[src/rtl/trap_dispatch_pkg.sv]
package trap_dispatch_pkg;

  typedef enum logic [3:0] {
    CAUSE_RESET    = 4'd0,
    CAUSE_MCHK     = 4'd1,
    CAUSE_IPI      = 4'd2,
    CAUSE_CLOCK    = 4'd3,
    CAUSE_DEVICE   = 4'd4,
    CAUSE_MEMFAULT = 4'd5,
    CAUSE_UNALIGN  = 4'd6,
    CAUSE_OPCODE   = 4'd7,
    CAUSE_ARITH    = 4'd8,
    CAUSE_FPOFF    = 4'd9,
    CAUSE_PRIVCALL = 4'd10
  } cause_e;

  localparam int IRQ_LINES = 4;

  // Strobes from control to datapath
  typedef struct packed {
    logic   take;
    logic   fromIrq;
    logic   skipInsn;
    cause_e cause;
  } strobe_t;

endpackage

[src/rtl/trap_dispatch_ctrl.sv]
module trap_dispatch_ctrl
  import trap_dispatch_pkg::*;
#(
  parameter int IPL_W    = 3,
  parameter int DEV_MAX  = 3,
  parameter int CLK_MAX  = 4,
  parameter int IPI_MAX  = 5,
  parameter int MCHK_MAX = 6
) (
  input  logic                 clk,
  input  logic                 rst_n,
  input  logic [IRQ_LINES-1:0] irqPending,
  input  logic [IPL_W-1:0]     ipl,
  input  logic                 privMode,
  input  logic                 excReq,
  input  logic [3:0]           excCause,
  input  logic                 justTook,
  output strobe_t              strobe
);

  localparam int LEVEL_W = IPL_W + 1;

  function automatic int maxLevel(input int line);
    case (line)
      0:       return DEV_MAX;
      1:       return CLK_MAX;
      2:       return IPI_MAX;
      default: return MCHK_MAX;
    endcase
  endfunction

  function automatic cause_e lineCause(input int line);
    case (line)
      0:       return CAUSE_DEVICE;
      1:       return CAUSE_CLOCK;
      2:       return CAUSE_IPI;
      default: return CAUSE_MCHK;
    endcase
  endfunction

  logic [IRQ_LINES-1:0] eligible;
  logic [IRQ_LINES-1:0] grant;
  cause_e               irqCause;
  logic                 syncValid;
  logic                 irqValid;

  for (genvar g = 0; g < IRQ_LINES; g++) begin : g_elig
    localparam logic [LEVEL_W-1:0] LIMIT = LEVEL_W'(maxLevel(g));
    assign eligible[g] = irqPending[g] && ({1'b0, ipl} <= LIMIT);
  end

  // Highest line index wins
  always_comb begin
    grant    = '0;
    irqCause = CAUSE_DEVICE;
    for (int i = 0; i < IRQ_LINES; i++) begin
      if (eligible[i]) begin
        grant    = '0;
        grant[i] = 1'b1;
        irqCause = lineCause(i);
      end
    end
  end

  assign syncValid = excReq && (excCause <= 4'(CAUSE_PRIVCALL));
  assign irqValid  = !privMode && (|eligible);

  always_comb begin
    strobe          = '0;
    strobe.take     = !justTook && (syncValid || irqValid);
    strobe.fromIrq  = !syncValid;
    strobe.cause    = syncValid ? cause_e'(excCause) : irqCause;
    strobe.skipInsn = syncValid && (cause_e'(excCause) == CAUSE_ARITH);
  end


  grant_onehot_chk: assert property (@(posedge clk) disable iff (!rst_n)
    $onehot0(grant));


  priv_blocks_irq_chk: assert property (@(posedge clk) disable iff (!rst_n)
    (privMode && !excReq) |-> !strobe.take);


  top_level_masks_chk: assert property (@(posedge clk) disable iff (!rst_n)
    ((&ipl) && !excReq) |-> !strobe.take);

endmodule

[src/rtl/trap_dispatch_dp.sv]
module trap_dispatch_dp
  import trap_dispatch_pkg::*;
#(
  parameter int ADDR_W  = 64,
  parameter int CODE_W  = 8,
  parameter int INSN_B  = 4
) (
  input  logic              clk,
  input  logic              rst_n,
  input  strobe_t           strobe,
  input  logic [CODE_W-1:0] excCode,
  input  logic [ADDR_W-1:0] pcIn,
  input  logic              privMode,
  input  logic [ADDR_W-1:0] privBase,
  output logic [ADDR_W-1:0] newPc,
  output logic [ADDR_W-1:0] excAddr,
  output logic [CODE_W-1:0] errCode,
  output logic [3:0]        takenCause,
  output logic              takePulse
);

  localparam int OFF_W      = 14;
  localparam int SLOT_SHIFT = 6;
  localparam int FIX_SHIFT  = 7;
  localparam logic [OFF_W-1:0] PRIV_TBL   = OFF_W'(14'h1000);
  localparam logic [OFF_W-1:0] UNPRIV_TBL = OFF_W'(14'h2000);

  logic [OFF_W-1:0]  offset;
  logic [CODE_W-2:0] slot;
  logic [ADDR_W-1:0] retPc;

  assign slot = excCode[CODE_W-2:0];

  always_comb begin
    if (strobe.cause == CAUSE_PRIVCALL) begin
      if (excCode[CODE_W-1])
        offset = UNPRIV_TBL + (OFF_W'(slot) << SLOT_SHIFT);
      else
        offset = PRIV_TBL + (OFF_W'(slot) << SLOT_SHIFT);
    end else begin
      offset = OFF_W'(strobe.cause) << FIX_SHIFT;
    end
  end

  assign retPc = strobe.skipInsn ? pcIn + ADDR_W'(INSN_B) : pcIn;

  always_ff @(posedge clk) begin
    if (!rst_n) begin
      newPc      <= '0;
      excAddr    <= '0;
      errCode    <= '0;
      takenCause <= '0;
      takePulse  <= 1'b0;
    end else begin
      takePulse <= strobe.take;
      if (strobe.take) begin
        newPc      <= privBase + ADDR_W'(offset);
        excAddr    <= retPc | ADDR_W'(privMode);
        errCode    <= strobe.fromIrq ? '0 : excCode;
        takenCause <= strobe.cause;
      end
    end
  end


  single_pulse_chk: assert property (@(posedge clk) disable iff (!rst_n)
    takePulse |=> !takePulse);


  entry_aligned_chk: assert property (@(posedge clk) disable iff (!rst_n)
    $rose(takePulse) |-> (newPc[SLOT_SHIFT-1:0] == $past(privBase[SLOT_SHIFT-1:0])));


  mode_bit_saved_chk: assert property (@(posedge clk) disable iff (!rst_n)
    $rose(takePulse) |-> (excAddr[0] == ($past(privMode) | $past(pcIn[0]))));

endmodule

[src/rtl/trap_dispatch.sv]
module trap_dispatch
  import trap_dispatch_pkg::*;
#(
  parameter int ADDR_W = 64,
  parameter int CODE_W = 8,
  parameter int IPL_W  = 3
) (
  input  logic              clk,
  input  logic              rst_n,
  input  logic [3:0]        irqPending,
  input  logic [IPL_W-1:0]  ipl,
  input  logic              privMode,
  input  logic              excReq,
  input  logic [3:0]        excCause,
  input  logic [CODE_W-1:0] excCode,
  input  logic [ADDR_W-1:0] pcIn,
  input  logic [ADDR_W-1:0] privBase,
  output logic [ADDR_W-1:0] newPc,
  output logic [ADDR_W-1:0] excAddr,
  output logic [CODE_W-1:0] errCode,
  output logic [3:0]        takenCause,
  output logic              takePulse
);

  strobe_t strobe;

  trap_dispatch_ctrl #(.IPL_W(IPL_W)) ctrl (
    .clk        (clk),
    .rst_n      (rst_n),
    .irqPending (irqPending),
    .ipl        (ipl),
    .privMode   (privMode),
    .excReq     (excReq),
    .excCause   (excCause),
    .justTook   (takePulse),
    .strobe     (strobe)
  );

  trap_dispatch_dp #(.ADDR_W(ADDR_W), .CODE_W(CODE_W)) dp (
    .clk        (clk),
    .rst_n      (rst_n),
    .strobe     (strobe),
    .excCode    (excCode),
    .pcIn       (pcIn),
    .privMode   (privMode),
    .privBase   (privBase),
    .newPc      (newPc),
    .excAddr    (excAddr),
    .errCode    (errCode),
    .takenCause (takenCause),
    .takePulse  (takePulse)
  );

endmodule

[config.mk]
export PLATFORM = sky130hd
export DESIGN_NAME = trap_dispatch
export DESIGN_NICKNAME = d
export VERILOG_FILES = /design/src/rtl/trap_dispatch_pkg.sv /design/src/rtl/trap_dispatch_ctrl.sv /design/src/rtl/trap_dispatch_dp.sv /design/src/rtl/trap_dispatch.sv
export SDC_FILE = /design/constraint.sdc
export NUM_CORES = 1
export LEC_CHECK = 0
export CAP_MARGIN = 20
export CORE_ASPECT_RATIO = 2
export CORE_MARGIN = 10
export CORE_UTILIZATION = 45
export CTS_BUF_LIST = sky130_fd_sc_hd__clkbuf_4 sky130_fd_sc_hd__clkbuf_8 sky130_fd_sc_hd__clkbuf_16
export DETAILED_ROUTE_END_ITERATION = 7
export PLACE_DENSITY = 0.84
export SLEW_MARGIN = 30
export SYNTH_ARGS = -nofsm -noshare
export SYNTH_HDL_FRONTEND = slang
export SYNTH_SLANG_ARGS = --single-unit
export TNS_END_PERCENT = 100
[constraint.sdc]
create_clock -name clk -period 4.94 [get_ports clk]
set_input_delay 1.482 -clock clk [delete_from_list [all_inputs] [get_ports clk]]
set_output_delay 1.482 -clock clk [all_outputs]
set_load 0.03 [all_outputs]
; ---- Word level (Yosys, flattened, before mapping)
; Cells that the tools add are included.
; Widths: inputs -> output; s select.
[totals]
ff_bits = 141
input_bits = 151
word_cells = 37
[op_classes]
add_sub_neg = 4
magnitude_cmp = 5
eq_ne = 2
mux = 8
n_bitwise = 1
n_reduce_logical = 12
[ops]
columns = operator, count
row1 = $add 64x14->64, 1
row2 = $add 64x3->64 const B, 1
row3 = $mux 64, 1
row4 = $or 64x1->64, 1
row5 = $mux 14, 2
row6 = $add 13x13->14 const A, 1
row7 = $add 14x13->14 const A, 1
row8 = $le 3x3->1 const B, 3
row9 = $mux 3, 3
row10 = $eq 4x4->1 const B, 2
row11 = $logic_and 1x1->1, 8
row12 = $mux 8, 1
row13 = $le 4x4->1 const B, 1
row14 = $mux 4, 1
row15 = $reduce_or 4->1, 1
row16 = $le 3x2->1 const B, 1
row17 = $logic_not 1->1, 2
row18 = $logic_or 1x1->1, 1

; ---- Logic depth before layout (Yosys ltp)
[depth]
depth_word = 9
depth_mapped = 13

; ---- Cells and area by module
; From an unflattened synthesis, not the netlist that was laid out.
[unflattened]
hier_cells = 1001
area_unflattened_um2 = 8054.0
[by_module_without_submodules]
columns = module, n_inst, cells_per_inst, area_per_inst_um2, seq_area_each_um2
row1 = trap_dispatch_dp, 1, 975, 7897.6, 2822.7
row2 = trap_dispatch_ctrl, 1, 26, 156.4, 0.0

; ---- Worst setup path before layout
; Ideal clock, no wire load.
[synth_timing]
path_type = input -> register
startpoint = in excCause[1]
endpoint = reg dp.newPc[48]
setup_time_ns = 0.086
arrival_time_ns = 4.025
required_ns = 4.854
setup_slack_ns = 0.829
path_stages = 13
cell_sequence = a21oi_1 -> o21a_1 -> and3_1 -> and2_1 -> ha_1 -> fa_1 -> a211oi_1 -> o211ai_1 -> nand4_1 -> clkbuf_1 -> nor2_1 -> xnor2_1 -> a211oi_1
[synth_between]
elab_chain_len = 6
elab_cells_between_ends = 8
[synth_rtl]
columns = element, line
row1 = from (decl), trap_dispatch.sv:14  ; input logic [3:0] excCause,
row2 = $le 4x4->1, trap_dispatch_ctrl.sv:65  ; assign syncValid = excReq && (excCause <= 4'(CAUSE_PRIVCALL));
row3 = $logic_and 1x1->1, trap_dispatch_ctrl.sv:65
row4 = $mux 4, trap_dispatch_ctrl.sv:72  ; strobe.cause = syncValid ? cause_e'(excCause) : irqCause;
row5 = $eq 4x4->1, trap_dispatch_dp.sv:35  ; if (strobe.cause == CAUSE_PRIVCALL) begin
row6 = $mux 14, trap_dispatch_dp.sv:35
row7 = $add 64x14->64, trap_dispatch_dp.sv:57  ; newPc <= privBase + ADDR_W'(offset);
row8 = to (signal assigned), trap_dispatch_dp.sv:57
row9 = to (decl), trap_dispatch_dp.sv:15  ; output logic [ADDR_W-1:0] newPc,
; Several ways; a longest one is shown, not always the timed one.
; A chain may end at the register's enable or synchronous reset.

; ---- Worst setup path in the final report
[layout_timing]
startpoint = in irqPending[3]
endpoint = reg dp.newPc[54]
[layout_between]
elab_chain_len = 6
elab_cells_between_ends = 10
[layout_rtl]
columns = element, line
row1 = from (decl), trap_dispatch.sv:10  ; input logic [3:0] irqPending,
row2 = $logic_and 1x1->1 *, trap_dispatch_ctrl.sv:49  ; assign eligible[g] = irqPending[g] && ({1'b0, ipl} <= LIMIT);
row3 = $mux 3, trap_dispatch_ctrl.sv:57  ; if (eligible[i]) begin
row4 = $mux 4, trap_dispatch_ctrl.sv:72
row5 = $eq 4x4->1, trap_dispatch_dp.sv:35
row6 = $mux 14, trap_dispatch_dp.sv:35
row7 = $add 64x14->64, trap_dispatch_dp.sv:57
; Mark *: on every way between the ends. The rest lies on a longest branch, timed or not.

==> impl_metrics.py <==
metrics = {
    "worst_setup_path": {
        "endpoint_kind": "flop",
        "r2r_cells": 4,
        "cp_cell_sequence": "clkdlybuf4s50_1, inv_1, maj3_1, a221oi_1, a21oi_1, nand2_1, fa_1, a211oi_1, o211ai_1, nand4_1, buf_4, nor3_1, xnor2_1, a21oi_1",
        "path_common_cell": "a21oi_1",
        "critical_path_peak_fanout": 7,
        "required_ns": 5.24,
        "critical_path_arrival_ns": 4.78,
        "reg2reg_to": "dp.newPc[31]",
        "slowest_stage": "clkdlybuf4s50_1",
        "worstReg2RegStart": "dp.takePulse",
        "critPathKind": "in -> reg",
        "max_stage_delay_ns": 0.51,
        "critPathLaunchType": "input port",
        "r2r_setup_slack_ns": 3.10,
    },
    "pwr": {
        "internal_power_mw": 2.622,
        "power.leakage_nw": 4.079,
        "seq_power_share_pct": 34.9,
        "netSwitchingFraction_pct": 31.34,
        "pwr-share-comb_pct": 28.5,
        "irDropWorstVdd_mv": 0.2622,
        "clkPwrFrac_pct": 36.6,
        "p_switching_mw": 1.197,
        "power_density_mw_per_mm2": 336.4,
    },
    "cts": {
        "postCtsSetupBuffers": 0,
        "htree_levels": 4,
        "clock-sinks": 141,
        "cts_hold_buf": 0,
        "cts_buffer_depth": 2,
        "cts_root_buf": "clkbuf_16",
        "cts_tree": "yes",
        "post_cts_resize_count": 0,
        "clkTransAtPathRegs_ns": 0.06,
        "clk_latency_ns": 0.42,
        "cts_buffers": 17,
    },
    "sta": {
        "fmax_ghz": 0.2229,
        "setup_viol": 0,
        "hold_slack_ns": 0.4484,
        "tightestPinTransition_ns": 0.8185,
        "period_share_pct": 90.80,
        "fin_crit_ns": 4.486,
        "final.setup.tns_ns": 0,
        "hold_violations": 0,
        "relSlewSlack_pct": 45.03,
        "finalMaxSlewViolations": 0,
        "fin_ws_ns": 0.4544,
        "rsz0062_at_grt": "no",
        "fin_skew_ns": 0.009796,
    },
    "hold_path": {
        "min_from": "dp.newPc[12]",
        "min_to": "dp.newPc[12]",
        "min_path_cells": 2,
        "hp-class": "reg -> reg",
    },
    "yosys": {
        "synth_area_mm2": 0.007556,
        "synth_top_area_cell": "dfxtp_1",
        "synth.most_common_cell": "dfxtp_1",
        "synth_nets": 1093,
        "syn_avg_cell_area_um2": 8.116,
        "synth-edff-count": 0,
        "synth_flop_cell": "dfxtp_1",
        "ys_seq_area_share_pct": 37.36,
        "synth_area_leaders": "dfxtp_1 (37%), xnor2_1 (7.0%), xor2_1 (6.1%)",
        "synth-seq-cells": 141,
        "async_flop_share_pct": 0,
        "yosys_warnings": 0,
        "synth_top_area_share_pct": 37.36,
        "synth_cells": 931,
        "synth.distinct_cells": 51,
        "synth_common_cells": "dfxtp_1 (141), a21oi_1 (89), nor2_1 (86), nand2_1 (76), o21ai_0 (71)",
    },
    "global_routing": {
        "grt_pass1_vias": 8150,
        "grt_overflow_total": 0,
        "antenna_found_initial": 1,
        "grt_max_degree": 107,
        "grt_pass1_wl_um": 43890,
        "grt_use_total_pct": 23.49,
    },
    "placement": {
        "dp_slack_ns": 0.04588,
        "routabilityCongestion": 0.8748,
        "port-buffer-count": 291,
        "dp_hpwl_um": 21610,
    },
    "detailed_routing": {
        "vias": 8087,
        "wl_per_cell_um": 19.46,
        "first_pass_iters": 5,
        "ant_nets": 0,
        "drc": 0,
        "wirelength_um": 27880,
        "drt_iter0_drc": 403,
        "routed_via_density": 5.643,
    },
    "layout": {
        "fin_nets": 1376,
        "area_growth_syn_to_layout_pct": 50.21,
        "diodes": 0,
        "drive_gt1_share_pct": 6.199,
        "post-route-util_pct": 68.38,
    },
    "die": {
        "start_util_pct": 45.52,
        "die_h_um": 203.3,
        "pin_count": 292,
        "coreArea_mm2": 0.01660,
        "dieArea_mm2": 0.02269,
        "die_w_um": 111.6,
        "rows": 67,
    },
    "run": {
        "maxCapViolations": 0,
    },
    "outcome": {
        "status": "finished, final reports clean",
    },
}
metal layers:
layer  up-vias  global-route usage [%]  part of all wire (%)
met4         2                   6.550                   1.9
met2       353                   38.80                    48
met1      3779                   27.03                    40
li1       3916                       -                     -
met5         -                       0                 0.032
met3        37                   10.00                    10
worst max-delay path, delay by kind of cell:
kind                     cells  cell delay, ns
XOR/XNOR                     1            0.17
AO/OA/AOI/OAI                5            0.88
adder cells (fa/ha/maj)      2            0.61
buffers and inverters        3            0.91
AND/OR/NAND/NOR              3            0.72
layout by cell type, fill, tap and decap left out, types with 9 or more instances in the layout:
| cell | count |
|---|---|
| nor3_1 | 24 |
| inv_1 | 20 |
| dfxtp_1 | 141 |
| a21oi_1 | 89 |
| clkbuf_16 | 17 |
| and3_1 | 15 |
| nand3_1 | 52 |
| nand2_1 | 76 |
| xor2_1 | 53 |
| o21ai_0 | 71 |
| o21ai_1 | 9 |
| clkdlybuf4s50_1 | 290 |
| buf_4 | 23 |
| nand4_1 | 42 |
| nor2_1 | 86 |
| xnor2_1 | 60 |
| and4_1 | 9 |
| a211oi_1 | 39 |
| ha_1 | 10 |
| nor4_1 | 14 |
through the flow:
step                power [mW]  area (µm²)  cells
floorplan                1.911        7556    931
global placement         2.426       10710   1402
detailed placement       2.443       10710   1402
CTS                      3.848       11350   1433
global route             3.970       11350   1433
finish                   3.818       11350   1433
sequential cells by signal, summed over array words and instances (netlist names):
name	cells
dp.errCode	8
dp.excAddr	64
dp.newPc	64
dp.takePulse	1
dp.takenCause	4
cell families (layout without fill, tap and decap cells):
group,after synthesis,in the layout,share of synthesized area [%]
AOI/OAI and AO/OA,243,243,18.91
xor gates and xnor gates,113,113,13.10
adders and majority gates,12,12,2.053
buffers and inverters,73,368,4.190
DFF,141,141,37.36
and+or+nand+nor,349,349,24.39
power by group through the flow:
stage	combinational (mW)	clock [mW]	sequential [mW]
after CTS	1.09	1.42	1.33
final	1.09	1.40	1.33
after detailed placement	1.09	0	1.36
after global routing	1.17	1.46	1.35
after global placement	1.07	0	1.35
after floorplan	0.317	0	1.59
worst max-delay path by stage:
stage / start / to / slack, ns / cells past startpoint
finish: irqPending[3] / dp.newPc[54] / 0.45 / 14
global route: irqPending[3] / dp.newPc[31] / 0.05 / 14
CTS: irqPending[3] / dp.newPc[54] / 0.42 / 14
detailed placement: irqPending[3] / dp.newPc[31] / 0.05 / 14
global placement: irqPending[3] / dp.newPc[31] / 0.17 / 14
floorplan: excCause[1] / dp.newPc[48] / 0.83 / 13
area by class of cell:
cell class                      instances  area (µm²)
Clock buffer                           21       480.5
Timing Repair Buffer                  316        3120
Clock inverter                         10       160.2
Inverter                               21       78.83
Sequential cell                       141        2823
Multi-Input combinational cell        717        4428
Fill cell                            1292        5249
Tap cell                              207       259.0
Note: power is estimated with default switching activity, not from simulation.
